===== src/rtl/keyed_parity_cipher.sv =====
module keyed_parity_cipher #(
  parameter int POOL_W = 32,
  parameter int SEL_N = 64,
  parameter logic [POOL_W-1:0] LFSR_SEED = 32'h1D87_2B41,
  parameter logic [POOL_W-1:0] LFSR_TAPS = 32'h8020_0003
) (
  input  logic              clk,
  input  logic              rst,
  input  logic              key_load,
  input  logic              key_bit,
  output logic              key_ready,
  input  logic              pool_ext_en,
  input  logic [POOL_W-1:0] pool_in,
  input  logic              in_valid,
  input  logic              in_bit,
  input  logic              in_decode,
  output logic              out_valid,
  output logic              out_bit,
  output logic              out_decode
);
  localparam int SEL_W = $clog2(POOL_W);
  localparam int KEY_BITS = SEL_N * SEL_W;
  localparam int CNT_W = $clog2(KEY_BITS + 1);

  logic [KEY_BITS-1:0] key_q;
  logic [CNT_W-1:0]    cnt_q;
  logic [POOL_W-1:0]   lfsr_q;
  logic [POOL_W-1:0]   pool;
  logic [SEL_N-1:0]    picked;
  logic                accept;

  assign pool   = pool_ext_en ? pool_in : lfsr_q;
  assign accept = in_valid && key_ready && !key_load;

  for (genvar j = 0; j < SEL_N; j++) begin : g_sel
    assign picked[j] = pool[key_q[j*SEL_W +: SEL_W]];
  end

  always_ff @(posedge clk) begin
    if (rst) begin
      key_q     <= '0;
      cnt_q     <= '0;
      key_ready <= 1'b0;
    end else if (key_load) begin
      key_q <= {key_q[KEY_BITS-2:0], key_bit};
      if (cnt_q == CNT_W'(KEY_BITS - 1)) begin
        cnt_q     <= '0;
        key_ready <= 1'b1;
      end else begin
        cnt_q     <= cnt_q + 1'b1;
        key_ready <= 1'b0;
      end
    end else begin
      cnt_q <= '0;
    end
  end

  always_ff @(posedge clk) begin
    if (rst) begin
      lfsr_q     <= LFSR_SEED;
      out_valid  <= 1'b0;
      out_bit    <= 1'b0;
      out_decode <= 1'b0;
    end else begin
      out_valid <= accept;
      if (accept) begin
        out_bit    <= in_bit ^ (^picked);
        out_decode <= in_decode;
        if (!pool_ext_en)
          lfsr_q <= {lfsr_q[POOL_W-2:0], ^(lfsr_q & LFSR_TAPS)};
      end
    end
  end
endmodule


===== config.mk =====
export PLATFORM = sky130hd
export DESIGN_NAME = keyed_parity_cipher
export DESIGN_NICKNAME = d
export VERILOG_FILES = /design/src/rtl/keyed_parity_cipher.sv
export SDC_FILE = /design/constraint.sdc
export NUM_CORES = 2
export LEC_CHECK = 0
export ABC_CLOCK_PERIOD_IN_PS = 11200
export BUFFER_PORTS_ARGS = -buffer_cell sky130_fd_sc_hd__buf_2
export CAP_MARGIN = 25
export CORE_UTILIZATION = 40
export CTS_BUF_LIST = sky130_fd_sc_hd__clkbuf_16
export DETAILED_ROUTE_END_ITERATION = 16
export GPL_TIMING_DRIVEN = 0
export SYNTH_ARGS = -nofsm -noshare
export SYNTH_HDL_FRONTEND = slang
export SYNTH_SLANG_ARGS = --single-unit

===== constraint.sdc =====
create_clock -name clk -period 11.2 [get_ports clk]
set_input_delay 1.12 -clock clk [delete_from_list [all_inputs] [get_ports clk]]
set_output_delay 1.12 -clock clk [all_outputs]
set_load 0.1 [all_outputs]

---- Word-level counts from Yosys, hierarchy flattened ----
Cells that the tools add are included.
word-level totals
  register bits ........................... 365
  bits in latches ......................... 0
  memory bits (writable) .................. 0
  bits in read-only memories .............. 0
  input port bits ......................... 40
  output and inout bits ................... 4
  logic and storage cells ................. 213
  memories kept ........................... 0
cells by class
  add/subtract/negate cells ............... 1
  $mul .................................... 0
  divide/modulo/power cells ............... 0
  order comparisons ....................... 64
  equality and inequality tests ........... 1
  shifts and indexed selects .............. 0
  muxes and demuxes ....................... 130
  bitwise operators ....................... 3
  reductions and logical operators ........ 7
operators with widths
  cell                                                                           count
  5-bit by 6-bit less-than comparator with 1-bit output (second input constant)  64
  1-bit binary-select mux with 5-bit select                                      64
  1-bit two-way mux                                                              65
  64-bit XOR reduction                                                           1
  32-bit two-way mux                                                             1
  32-bit XOR reduction                                                           1
  9-bit by 1-bit adder with 9-bit output (second input constant)                 1
  9-bit == test (second input constant)                                          1
  3-bit OR reduction                                                             1
  1-bit logical AND                                                              2
  1-bit NOT                                                                      2
  2-bit AND reduction                                                            1
  1-bit zero test                                                                1
  1-bit XOR                                                                      1

---- Longest topological paths before layout ----
  depth after elaboration ................. 5
  depth in mapped cells ................... 19
  mapped depth without buffers ............ 11

---- Worst setup path before layout ----
OpenSTA, ideal clock, no wires.
  path kind ............................... input to register
  start point ............................. input pool_ext_en
  end point ............................... register out_bit
  library setup time ...................... 80 ps
  arrival ................................. 4732 ps
  required time ........................... 11120 ps
  slack ................................... 6388 ps
  stages on the path ...................... 14
  path buffers ............................ 3
  path through ............................ buf_6 -> buf_6 -> mux2_4 -> buf_2 -> mux4_2 -> mux4_2 -> mux2i_1 -> xor2_1 -> xnor2_1 -> xnor2_1 -> xnor3_1 -> xnor3_1 -> xnor3_1 -> a211oi_2
on the way
  longest elaborated chain between the ends .. 5
  elaborated cells on any way between the ends .. 131
  those cells by class .................... mux (129); bitwise (1); reduce/logical (1)
ends and longest elaborated chain
  element                                    RTL line  text
  start, declared                            12        input logic pool_ext_en,
  32-bit two-way mux (*)                     32        assign pool = pool_ext_en ? pool_in : lfsr_q;
  1-bit binary-select mux with 5-bit select  36        assign picked[j] = pool[key_q[j*SEL_W +: SEL_W]];
  1-bit two-way mux (implied by the code)    36
  64-bit XOR reduction (*)                   67        out_bit <= in_bit ^ (^picked);
  1-bit XOR (*)                              67
  end signal, assigned                       67
  end, declared                              18        output logic out_bit,
Mark *: on every way between the ends. The rest lies on a longest branch, timed or not. The select of a mux whose other input is x is not followed.
A chain may end at the register's enable or synchronous reset.

---- Worst setup path in the final report ----
  start point ............................. input pool_in[5]
  end point ............................... register out_bit
on the way
  longest elaborated chain between the ends .. 5
  elaborated cells on any way between the ends .. 131
  those cells by class .................... mux (129); bitwise (1); reduce/logical (1)
ends and longest elaborated chain
  element                                    RTL line  text
  start, declared                            13        input logic [POOL_W-1:0] pool_in,
  32-bit two-way mux (*)                     32
  1-bit binary-select mux with 5-bit select  36
  1-bit two-way mux (implied by the code)    36
  64-bit XOR reduction (*)                   67
  1-bit XOR (*)                              67
Marks and branches as above.

==> reports/metrics.cfg <==
[timing]
finalCriticalPeriod_ns = 7.689
setup_viol = 0
slew_headroom = 0.1883
skew_ns = 0.04332
max_freq_ghz = 0.1301
worstMarginPinSlew_ns = 1.218
slew_violations = 0
rsz0062_at_grt = no
hold_viol = 0
period_share = 0.6865
finalSetupTns_ns = 0

[cts]
clock_path_buffers = 3
htreeDepth = 2
cts_buffers = 47
cts_tree = done
clk_pin_slew_worst_paths_ns = 0.06
ctsResizeCount = 0
insertion_delay_ns = 0.63
post-cts-setup-buffers = 0
cts_sinks = 365
ctsRootBufferMaster = clkbuf_16
cts_hold_buf = 0

[route]
num_vias = 30376
first_pass_iters = 8
wl_um = 142800
drtIter0Drc = 5427
wl_per_cell_um = 33.04
drc = 0
vias_per_cell = 7.031
ant_nets = 0

[cells_and_area]
instances_no_fill = 4320
fillCellCount = 7503
fin_nets = 3270
drive_gt1_frac = 0.2211
final_cell_mix = 478 x mux4_2, 471 x mux2i_1, 384 x nor2_1, 365 x dfxtp_1, 335 x clkbuf_1
final_common_cell = mux4_2
area_growth_pct = 10.76

[pwr]
vdd_ir_drop_max_mv = 0.1117
power_density_mw_per_mm2 = 102.2
p_leak_nw = 11.68

[synth]
synth_nets = 3151
yosysUniqueCellTypes = 66
ys_ff_latch = 365
synth-edff-count = 0
yosysSeqAreaShare = 0.2260
async_flop_share = 0
yosys.area.top_type_share = 0.3329
ys_warn_count = 0
syn_area_mm2 = 0.03234
synth_area_per_cell_um2 = 10.40
synth_top_cell_by_area = mux4_2
synthFlopType = dfxtp_1
synth.top_cells.by_area = mux4_2 33%, dfxtp_1 23%, mux2i_1 15%
synthCells = 3110

[critical_path]
critical_path_class = input port to flip-flop
start_kind = input port
worstPathRequired_ns = 11.76
crit_fanout = 10
critPathArrivalTime_ns = 8.25
end_kind = flip-flop

[floorplan]
boundaryPins = 44
initial_utilization = 0.4067
die-area_mm2 = 0.08198
die_h_um = 286.3
die_x_um = 286.3
row_count = 103
core_mm2 = 0.07952

[placed_design]
placed_cells = 4222
portBuffers = 40
hpwlAfterDp_um = 101000
place_congestion = 1.030

[global_routing]
antenna_found_initial = 9
grt_pass1_vias = 28161
grt_pass1_wl_um = 202700
grt_overflow = 0
globalRouteTotalUtil = 0.3407
grt_start_max_net_pins = 14

[flow_run]
drv_cap = 0

[outcome]
status = complete, no violations

[min_path]
hp-class = flip-flop to flip-flop

==> worst paths after layout <==
path	cells past startpoint	to	startpoint	slack, ns
min	2	out_decode	out_decode	0.46
max	16	out_bit	pool_in[5]	3.51
max reg2reg	15	out_bit	lfsr_q[23]	3.71
min reg2reg	2	out_decode	out_decode	0.46
==> flip-flops by register name, summed over array words and instances (netlist names) <==
name,flops
cnt_q,9
out_valid,1
lfsr_q,32
key_q,320
out_decode,1
key_ready,1
out_bit,1
==> cell families (layout without fill, tap and decap cells) <==
logic type,Yosys count,in the layout,synth area share
buf+inv,495,651,0.06009
mux,990,990,0.4947
compound gates,422,422,0.09302
other cells,0,4,0
xor+xnor,65,65,0.02105
fa+ha+maj,1,1,0.0003869
flops,365,365,0.2260
simple gates,772,772,0.1048
==> where the power goes <==
part | total, W | internal [W] | switching [W]
Sequential | 0.00130 | 0.00130 | 0.000000634
Combinational | 0.000760 | 0.000283 | 0.000477
Clock | 0.00160 | 0.000912 | 0.000690
==> cell type report <==
cell class	instances	area (µm²)	share of cell area
antenna	4	10.01	0.0002795
buffer	447	1763	0.04922
clock buffer	47	1176	0.03284
clock inverter	39	395.4	0.01104
inverter	48	180.2	0.005031
multi-input combinational	2250	23120	0.6456
sequential	365	7307	0.2040
tap	1050	1314	0.03668
timing repair buffer	70	549.3	0.01534
==> worst max-delay path, stage by stage <==
cell       delay (ns)
buf_2            0.36
mux2_2           0.39
clkbuf_1         0.57
clkbuf_1         0.67
clkbuf_1         0.75
clkbuf_1         0.92
mux2i_1          0.18
o2111ai_1        0.30
nand4_1          0.12
a211oi_1         0.32
xor2_1           0.62
xnor3_1          0.60
xnor2_1          0.17
xnor2_1          0.46
xnor3_1          0.41
a211oi_2         0.24
==> cell usage after synthesis (all sizes together) (3+ instances only) <==
cell type  count
a2111oi        9
a211oi        36
a21oi         47
a221oi        26
a22oi         24
a2bb2oi        5
a31oi          5
a41oi          6
and3          12
and3b         10
buf          109
clkbuf       338
dfxtp        365
inv           48
mux2          32
mux2i        480
mux4         478
nand2        209
nand2b        40
nand3         13
nand3b        17
nand4         27
nand4b         4
nor2         384
nor2b         27
nor3           8
nor3b          4
nor4           4
o2111ai       64
o211ai        52
o21ai         53
o22a           4
o22ai         66
o311ai         4
o31ai          4
o32a           3
or2            8
xnor2         38
xnor3          7
xor2          19
==> layer usage <==
layer / share of wire / GRT usage / wire length [µm]
met3: 0.15 / 0.1231 / 22080
met2: 0.41 / 0.4822 / 58880
met1: 0.36 / 0.4343 / 50680
met5: 0.00012 / 0 / 17
met4: 0.078 / 0.2293 / 11100
==> metrics by stage <==
stage | hold WS [ns] | instance area [µm²] | utilization | worst slack, ns | power [W]
3_5_place_dp | 0.4490 | 34130 | 0.4292 | 3.506 | 0.002034
3_3_place_gp | 0.4412 | 33850 | 0.4257 | 3.430 | 0.002023
2_1_floorplan | 0.4262 | 32340 | - | 6.388 | 0.001746
6_report | 0.4627 | 35820 | 0.4504 | 3.511 | 0.003662
4_1_cts | 0.4580 | 35700 | 0.4489 | 4.119 | 0.003619
5_1_grt | 0.4849 | 35810 | 0.4503 | 3.824 | 0.003702
Power figures use the tool's default switching activity.
